<file path="config.mk">
export PLATFORM = sky130hd
export DESIGN_NAME = dmac_regfile
export DESIGN_NICKNAME = d
export VERILOG_FILES = /design/src/rtl/dmac_pkg.sv /design/src/rtl/dmac_irq_merge.sv /design/src/rtl/dmac_chan.sv /design/src/rtl/dmac_regfile.sv
export SDC_FILE = /design/constraint.sdc
export NUM_CORES = 2
export LEC_CHECK = 0
export BUFFER_PORTS_ARGS = -buffer_cell sky130_fd_sc_hd__buf_2
export CELL_PAD_IN_SITES_DETAIL_PLACEMENT = 2
export CELL_PAD_IN_SITES_GLOBAL_PLACEMENT = 2
export CORE_AREA = 2 2 486 488
export DETAILED_ROUTE_END_ITERATION = 10
export DIE_AREA = 0 0 488 490
export PLACE_DENSITY = 0.66
export SETUP_SLACK_MARGIN = 0.15
export SYNTH_ARGS = -nofsm -noshare
export SYNTH_HDL_FRONTEND = slang
export SYNTH_SLANG_ARGS = --single-unit
</file>
<file path="constraint.sdc">
create_clock -name clk -period 4.9 [get_ports clk]
set_input_delay 0.98 -clock clk [delete_from_list [all_inputs] [get_ports clk]]
set_output_delay 0.98 -clock clk [all_outputs]
set_load 0.05 [all_outputs]
</file>
<file path="src/rtl/dmac_pkg.sv">
package dmac_pkg;
   localparam int DATA_W   = 32;
   localparam int WORD_W   = 6;
   localparam int SETUP_N  = 9;
   localparam int MAX_CH   = 16;
   localparam logic [WORD_W-1:0] W_CTL  = 6'd12;
   localparam logic [WORD_W-1:0] W_IEN  = 6'd13;
   localparam logic [WORD_W-1:0] W_STAT = 6'd16;
   localparam logic [WORD_W-1:0] W_RAW  = 6'd17;
   localparam logic [WORD_W-1:0] W_MSK  = 6'd18;

   // word index of setup slot k: slot 0 is at 0x08, slots 1..8 follow from 0x10
   function automatic logic [WORD_W-1:0] setup_word(input int k);
      return (k == 0) ? 6'd2 : 6'(k + 3);
   endfunction
endpackage

</file>
<file path="src/rtl/dmac_irq_merge.sv">
module dmac_irq_merge #(
   parameter int N   = 4,
   parameter int REG = 0
) (
   input  logic         clk,
   input  logic         rst_n,
   input  logic [N-1:0] irq_in,
   output logic         irq_out
);
   if (REG != 0) begin : g_reg
      always_ff @(posedge clk) begin
         if (!rst_n) irq_out <= 1'b0;
         else        irq_out <= |irq_in;
      end
   end else begin : g_comb
      logic unused_clk;
      assign unused_clk = clk ^ rst_n;
      assign irq_out = |irq_in;
   end
endmodule

</file>
<file path="src/rtl/dmac_chan.sv">
module dmac_chan
   import dmac_pkg::*;
(
   input  logic                      clk,
   input  logic                      rst_n,
   input  logic                      wr_en,
   input  logic [WORD_W-1:0]         word,
   input  logic [DATA_W-1:0]         wdata,
   output logic [DATA_W-1:0]         rdata,
   input  logic                      eng_done,
   input  logic                      eng_error,
   input  logic                      eng_halted,
   output logic                      eng_start,
   output logic                      eng_abort,
   output logic [SETUP_N*DATA_W-1:0] setup,
   output logic                      irq
);
   logic [DATA_W-1:0] setup_q [SETUP_N];
   logic       run_q, busy_q;
   logic [1:0] raw_q, ien_q, masked;
   logic       wr_ctl, go, stop, end_ev;

   assign wr_ctl = wr_en && (word == W_CTL);
   assign go     = wr_ctl && wdata[0] && !busy_q;
   assign stop   = wr_ctl && !wdata[0] && busy_q && run_q;
   assign end_ev = eng_done || eng_error;

   for (genvar k = 0; k < SETUP_N; k++) begin : g_setup
      always_ff @(posedge clk) begin
         if (!rst_n)
            setup_q[k] <= '0;
         else if (wr_en && !busy_q && word == setup_word(k))
            setup_q[k] <= wdata;
      end
      assign setup[k*DATA_W +: DATA_W] = setup_q[k];
   end

   always_ff @(posedge clk) begin
      if (!rst_n) begin
         run_q     <= 1'b0;
         busy_q    <= 1'b0;
         eng_start <= 1'b0;
         eng_abort <= 1'b0;
      end else begin
         eng_start <= go;
         eng_abort <= stop;
         if (end_ev || eng_halted) begin
            run_q  <= 1'b0;
            busy_q <= 1'b0;
         end else if (go) begin
            run_q  <= 1'b1;
            busy_q <= 1'b1;
         end else if (stop) begin
            run_q  <= 1'b0;
         end
      end
   end

   always_ff @(posedge clk) begin
      if (!rst_n) begin
         raw_q <= '0;
         ien_q <= '0;
      end else begin
         raw_q <= (raw_q & ~((wr_en && word == W_RAW) ? wdata[1:0] : 2'b00))
                  | {eng_error, eng_done};
         if (wr_en && word == W_IEN) ien_q <= wdata[1:0];
      end
   end

   assign masked = raw_q & ien_q;
   assign irq    = |masked;

   always_comb begin
      rdata = '0;
      case (word)
         W_CTL:   rdata[0]   = run_q;
         W_IEN:   rdata[1:0] = ien_q;
         W_STAT:  rdata[0]   = busy_q;
         W_RAW:   rdata[1:0] = raw_q;
         W_MSK:   rdata[1:0] = masked;
         default: ;
      endcase
      for (int k = 0; k < SETUP_N; k++)
         if (word == setup_word(k)) rdata = setup_q[k];
   end

   // start pulse coincides with a running, busy channel
   a_r3_start_busy: assert property (@(posedge clk) disable iff (!rst_n)
      eng_start |-> (busy_q && run_q));
   // setup words frozen across a busy edge
   a_r4_setup_frozen: assert property (@(posedge clk) disable iff (!rst_n)
      busy_q |=> $stable(setup));
   // draining channel keeps busy until the engine halts
   a_r5_drain_hold: assert property (@(posedge clk) disable iff (!rst_n)
      (busy_q && !run_q && !eng_halted && !eng_done && !eng_error) |=> busy_q);
   // end or error event idles the channel
   a_r6_end_idle: assert property (@(posedge clk) disable iff (!rst_n)
      (eng_done || eng_error) |=> (!busy_q && !run_q));
   // done event always leaves the end flag set
   a_r7_done_flag: assert property (@(posedge clk) disable iff (!rst_n)
      eng_done |=> raw_q[0]);
endmodule

</file>
<file path="src/rtl/dmac_regfile.sv">
module dmac_regfile
   import dmac_pkg::*;
#(
   parameter  int NUM_CH  = 4,
   parameter  int IRQ_REG = 0,
   localparam int CHW     = (NUM_CH > 1) ? $clog2(NUM_CH) : 1,
   localparam int AW      = 8 + CHW
) (
   input  logic                             clk,
   input  logic                             rst_n,
   input  logic                             bus_we,
   input  logic [AW-1:0]                    bus_addr,
   input  logic [DATA_W-1:0]                bus_wdata,
   output logic [DATA_W-1:0]                bus_rdata,
   output logic [NUM_CH-1:0]                eng_start_o,
   output logic [NUM_CH-1:0]                eng_abort_o,
   input  logic [NUM_CH-1:0]                eng_done_i,
   input  logic [NUM_CH-1:0]                eng_error_i,
   input  logic [NUM_CH-1:0]                eng_halted_i,
   output logic [NUM_CH*SETUP_N*DATA_W-1:0] setup_o,
   output logic                             irq_o
);
   localparam int SLICE_W = SETUP_N * DATA_W;

   if (NUM_CH < 1 || NUM_CH > MAX_CH) begin : g_bad_nch
      $error("dmac_regfile: NUM_CH out of range");
   end
   if (IRQ_REG != 0 && IRQ_REG != 1) begin : g_bad_irq
      $error("dmac_regfile: IRQ_REG must be 0 or 1");
   end

   logic [CHW-1:0]    sel;
   logic [WORD_W-1:0] word;
   logic              aligned;
   logic [DATA_W-1:0] chan_rd [NUM_CH];
   logic [NUM_CH-1:0] chan_irq;

   assign sel     = bus_addr[AW-1:8];
   assign word    = bus_addr[7:2];
   assign aligned = (bus_addr[1:0] == 2'b00);

   for (genvar c = 0; c < NUM_CH; c++) begin : g_ch
      dmac_chan u_chan (
         .clk        (clk),
         .rst_n      (rst_n),
         .wr_en      (bus_we && aligned && (sel == CHW'(c))),
         .word       (word),
         .wdata      (bus_wdata),
         .rdata      (chan_rd[c]),
         .eng_done   (eng_done_i[c]),
         .eng_error  (eng_error_i[c]),
         .eng_halted (eng_halted_i[c]),
         .eng_start  (eng_start_o[c]),
         .eng_abort  (eng_abort_o[c]),
         .setup      (setup_o[c*SLICE_W +: SLICE_W]),
         .irq        (chan_irq[c])
      );
   end

   always_comb begin
      bus_rdata = '0;
      for (int c = 0; c < NUM_CH; c++)
         if (aligned && sel == CHW'(c)) bus_rdata = chan_rd[c];
   end

   dmac_irq_merge #(.N(NUM_CH), .REG(IRQ_REG)) u_irq (
      .clk     (clk),
      .rst_n   (rst_n),
      .irq_in  (chan_irq),
      .irq_out (irq_o)
   );
endmodule

</file>
[Yosys cells after proc, flatten, opt, wreduce, memory -nomap -nowiden]
Memory sizes are Yosys's and may differ from the RTL's.
Cells that the tools add are included.
Storage, ports and cells
  RAM bits: 1152
  logic and storage cells: 408
  output and inout bits: 1193
  memories: 4
  input port bits: 57
  flip-flop bits (word level): 32
Cells by class
  equality and inequality tests: 17
  reductions and logical operators: 105
  bitwise operators: 53
  multiplexer cells: 205
Memory list
  g_ch[0].u_chan.setup_q: depth 9, width 32, read ports 9, clocked after Yosys merged registers in 0, write ports 9, line dmac_chan.sv:18  | logic [DATA_W-1:0] setup_q [SETUP_N];
  g_ch[1].u_chan.setup_q: depth 9, width 32, read ports 9, clocked after Yosys merged registers in 0, write ports 9, line dmac_chan.sv:18
  g_ch[2].u_chan.setup_q: depth 9, width 32, read ports 9, clocked after Yosys merged registers in 0, write ports 9, line dmac_chan.sv:18
  g_ch[3].u_chan.setup_q: depth 9, width 32, read ports 9, clocked after Yosys merged registers in 0, write ports 9, line dmac_chan.sv:18
Operator list (count)
  32-bit two-way mux: 76
  1-bit two-way mux: 117
  1-bit logical AND: 81
  6-bit by 4-bit == test with 1-bit output, second input constant: 6
  1-bit bitwise OR: 36
  6-bit by 3-bit == test with 1-bit output, second input constant: 4
  1-bit one-hot mux with 5 select lines: 4
  6-bit by 5-bit == test with 1-bit output, second input constant: 3
  2-bit bitwise AND: 8
  1-bit one-hot mux with 3 select lines: 4
  1-bit logical OR: 8
  2-bit two-way mux: 4
  2-bit inverter: 4
  2-bit bitwise OR: 4
  2-bit nonzero test: 4
  2-bit OR reduction: 4
  8-bit OR reduction: 1
  6-bit by 2-bit == test with 1-bit output, second input constant: 1
  1-bit zero test: 5
  2-bit == test, second input constant: 2
  2-bit zero test: 2
  2-bit by 1-bit == test with 1-bit output, second input constant: 1
  1-bit inverter: 1

[Longest topological paths before layout]
  depth after elaboration: 15
  gate-level depth with buffers: 12
  depth with buffers taken out: 7

[By module]
Synthesis repeated with hierarchy kept, for this count alone.
Second synthesis, totals
  cell total of the unflattened synthesis: 4416
  area total of the unflattened synthesis: 57227.4 um2
Modules (own cells, without submodules)
  dmac_chan: times used 4, area each 14034.7 um2, sequential area each 8808.4 um2, cells each 1074
  dmac_regfile: times used 1, area each 1081.0 um2, sequential area each 0.0 um2, cells each 119
  dmac_irq_merge: times used 1, area each 7.5 um2, sequential area each 0.0 um2, cells each 1

[Least setup slack after synthesis]
No wires, ideal clock.
  kind: input to register
  start point: input bus_addr[9]
  end point: memory g_ch[2].u_chan.setup_q[0][0], enable pin
  arrival: 4.590 ns
  setup slack: -0.156 ns
  stages: 8
  path buffers: 3
  cell sequence: buf_2 -> or3b_1 -> clkbuf_1 -> nor2_1 -> nand2_1 -> or2_2 -> clkbuf_1 -> o21ai_0
RTL lines
  start: declaration: line dmac_regfile.sv:12  | input logic [AW-1:0] bus_addr,
  end: declaration: line dmac_chan.sv:18

[Final worst setup path]
  start point: input bus_addr[7]
  end point: output bus_rdata[10]
Between the ends
  cells in the longest elaborated chain, start to end: 14
RTL lines
  6-bit by 2-bit == test with 1-bit output: line dmac_chan.sv:84  | if (word == setup_word(k)) rdata = setup_q[k];
  32-bit two-way mux (9 in a row): line dmac_chan.sv:84
  32-bit two-way mux (3 in a row): line dmac_regfile.sv:63  | if (aligned && sel == CHW'(c)) bus_rdata = chan_rd[c];
  32-bit two-way mux *: line dmac_regfile.sv:63
  end: declaration: line dmac_regfile.sv:14  | output logic [DATA_W-1:0] bus_rdata,
Every way passes the cells marked *; elsewhere a longest branch is shown, timed or not.

==> metrics.yaml <==
finish:
  final_net_count: 5582
  layout-drive-gt1-share_pct: 36.5
  areaGrowthSynthToFinish_pct: 35.3
  register_area_um2: 35200
  final_core_utilization_pct: 31.1
  multi_input_area_um2: 17600
  fillCellCount: 24844
worst_setup_path:
  critPathMostFrequentCell: "buf_4"
  critical_path.max_fanout: 14
  criticalPathCategory: "input pin to output port"
  critical-path-slowest-cell: "or4b_4"
  timing.critical_path.cells: "buf_2 > or4b_4 > buf_12 > nor2_8 > buf_12 > buf_4 > a221oi_2 > a31oi_1 > buf_4 > a211oi_1 > buf_4 > o21ai_1 > buf_4"
  rrSetupSlack_ns: 2.57
  crit_family: "buffers and inverters"
  crit_arrival_ns: 3.85
  rr_endpoint: "g_ch[2].u_chan.setup_q[3][19]"
  rr_worst_depth: 5
  cp-end-kind: "output port"
  startpoint_type: "input pin"
  rr_startpoint: "g_ch[2].u_chan.busy_q"
  critical_path_buf_inv_count: 7
  worst_ep_required_time_ns: 3.92
  largest_incremental_delay_on_the_critical_path_ns: 0.56
placed_design:
  place_congestion: 0.915
  dpl.hpwl_mm: 312
  io_buffers: 1249
  dpl_worst_slack_ns: -0.249
global_route:
  wire_length_of_the_first_global_routing_pass_mm: 545
  antenna_found_initial: 98
  first_global_vias: 48861
  globalRouteTotalUtil_pct: 35.3
  remaining_overflow_grt: 0
  grt_max_degree: 44
synthesis:
  post_synth_arst_share_pct: 0
  post_synth_instance_area_um2: 53800
  count_of_flip_flops_with_a_built_in_enable_after_synthesis: 1152
  synth.top_cells.by_area: "edfxtp_1, and2_1, a21oi_1"
  synth-warning-count: 0
  mean_cell_area_of_the_mapped_netlist_um2: 13.0
  synth_nets: 4186
  synth_flop_cell: "edfxtp_1"
  synth_commonest_cells: "and2_1, edfxtp_1, clkbuf_1"
  synth_top_area_cell: "edfxtp_1"
  yosysMostFrequentCell: "and2_1"
  synth_sequential_area_ratio_pct: 65.5
  yosysTopAreaCellShare_pct: 64.3
  synth_seq_cells: 1184
  synth_cells: 4129
  post_synth_num_cell_types: 76
floorplanning:
  rows: 178
  design.portCount: 1250
  start_util_pct: 23.0
  core_area_um2: 234000
  die_extent_in_y_um: 490
  die_width_um: 488
  floorplan.die_area_um2: 239000
sta:
  final.min_clock_period_ns: 4.83
  setup_viol: 0
  slew_at_the_pin_closest_to_its_max_slew_limit_ns: 1.25
  maxClockFrequency_ghz: 0.207
  report.final.hold_viol_count: 0
  timing.final.max_slew_violations: 0
  skew_ns: 0.0399
  grt_setup_unrepaired: "true"
  final.hold.worst_slack_ns: 0.367
  setup_slack_ns: 0.0730
  timing.final.crit_share_pct: 98.5
  slew_headroom_pct: 17.0
power_and_ir_drop:
  cellLeakagePower_nw: 27.4
  irDropWorstVdd_mv: 0.343
  power_density_nw_per_um2: 383
routing:
  wirelength_mm: 438
  drt-wirelength-per-cell_um: 49.6
  detailedRoute.firstPassIterationCount: 8
  routed-via-count: 49511
  drt.antenna.violating_nets: 0
  drc_errors: 0
  drtIter0Drc: 7814
  vias_per_cell: 5.61
clocking:
  tritoncts.num_buffers: 152
  worstSkewPairLatency_ns: 0.84
  hold_buffers: 0
  cts_tree: "built"
  clock_path_buffers: 3
  cts_root_buf: "clkbuf_16"
  clk_pin_slew_ns: 0.06
  ctsHtreeMaxLevel: 4
  clock_sink_count: 1184
min_path:
  worst_hold_startpoint: "eng_error_i[1]"
  hold_end: "g_ch[1].u_chan.raw_q[1]"
  min_delay_path_depth: 2
  timing.hold.worst.class: "input pin to flop"
run_status:
  status: "complete, no violations"
flow_run:
  cap_viol_max_count: 0
layer usage:
| layer | track usage (%) | vias up | routed length [um] |
|---|---|---|---|
| met1 | 44.0 | 26302 | 166000 |
| li1 | - | 18087 | - |
| met3 | 9.99 | 948 | 47800 |
| met2 | 54.1 | 4160 | 193000 |
| met5 | 0 | - | 94 |
| met4 | 21.6 | 14 | 31000 |
metrics by stage:
| stage | instances | instance area [um2] | setup TNS, ns | total power [mW] |
|---|---|---|---|---|
| 2_1_floorplan | 4129 | 53800 | -59.50 | 14.5 |
| 3_3_place_gp | 8491 | 67300 | -1.11 | 16.7 |
| 3_5_place_dp | 8491 | 67300 | -1.37 | 16.7 |
| 4_1_cts | 8780 | 72400 | 0 | 27.9 |
| 5_1_grt | 8795 | 72700 | 0 | 28.3 |
| 6_report | 8832 | 72800 | 0 | 27.8 |
cells in the final DEF (no fill, tap or decap), types with 8 or more instances in the layout:
cell and n:
a211oi_1 25, a21oi_1 191, a221o_1 16, a221oi_1 50, a222oi_1 45, a22oi_1 93
a31oi_1 22, and2_1 1155, and3_1 8, buf_12 131, buf_2 1222, buf_4 275
buf_6 11, bufinv_16 9, clkbuf_1 33, clkbuf_16 155, clkinv_1 40, clkinv_2 16
dfxtp_1 32, diode_2 39, edfxtp_1 1152, mux2_2 32, mux2i_1 76, mux4_2 29
nand2_1 115, nand3_1 40, nor2_1 99, nor2_4 44, nor2b_1 15, o211ai_1 14
o21a_1 26, o21ai_0 116, o21ai_1 23, o21ai_4 36, o221ai_1 57, o22ai_1 53
where the power goes:
group	total [mW]	switching, mW	internal [mW]
sequential	12.2	0.601	11.6
clock	11.3	5.00	6.27
combinational	4.37	3.61	0.763
total	27.8	9.21	18.6
state kept, by name, summed over array words and instances (netlist names):
register and cells:
g_ch.u_chan.setup_q 1152, g_ch.u_chan.ien_q 8, g_ch.u_chan.raw_q 8, g_ch.u_chan.busy_q 4, g_ch.u_chan.eng_abort 4, g_ch.u_chan.eng_start 4
g_ch.u_chan.run_q 4
cell type report:
class | count | share of cell area (%)
Multi-Input combinational cell | 2535 | 24.2
Clock inverter | 85 | 1.07
Inverter | 2 | 0.0120
Tap cell | 3150 | 5.42
Clock buffer | 187 | 5.47
Timing Repair Buffer | 1650 | 15.3
Antenna cell | 39 | 0.134
Sequential cell | 1184 | 48.4
cell families (layout without fill, tap and decap cells):
| family | count (synthesis) | after routing | synth area share [%] |
|---|---|---|---|
| compound gates | 847 | 847 | 10.6 |
| other cells | 0 | 39 | 0 |
| simple gates | 1551 | 1551 | 17.0 |
| flops | 1184 | 1184 | 65.5 |
| buf+inv | 410 | 1924 | 3.56 |
| mux | 137 | 137 | 3.30 |
timing repair:
item                       4_1_cts  5_1_grt
gates resized for setup         36       28
setup endpoints to repair       27       16
setup buffers                   15       12
gates cloned                     2        1
pin swaps                        6       14
how the worst max path moves through the flow:
stage	startpoint	endpoint	slack (ns)	cells after the start
2_1_floorplan	bus_addr[9]	g_ch[2].u_chan.setup_q[0][0]	-0.16	8
3_3_place_gp	bus_addr[5]	bus_rdata[25]	-0.21	10
3_5_place_dp	bus_addr[4]	bus_rdata[4]	-0.25	11
4_1_cts	bus_addr[7]	bus_rdata[4]	0.06	11
5_1_grt	bus_addr[3]	bus_rdata[13]	0.11	11
6_report	bus_addr[7]	bus_rdata[10]	0.07	13
Power figures use the tool's default switching activity.
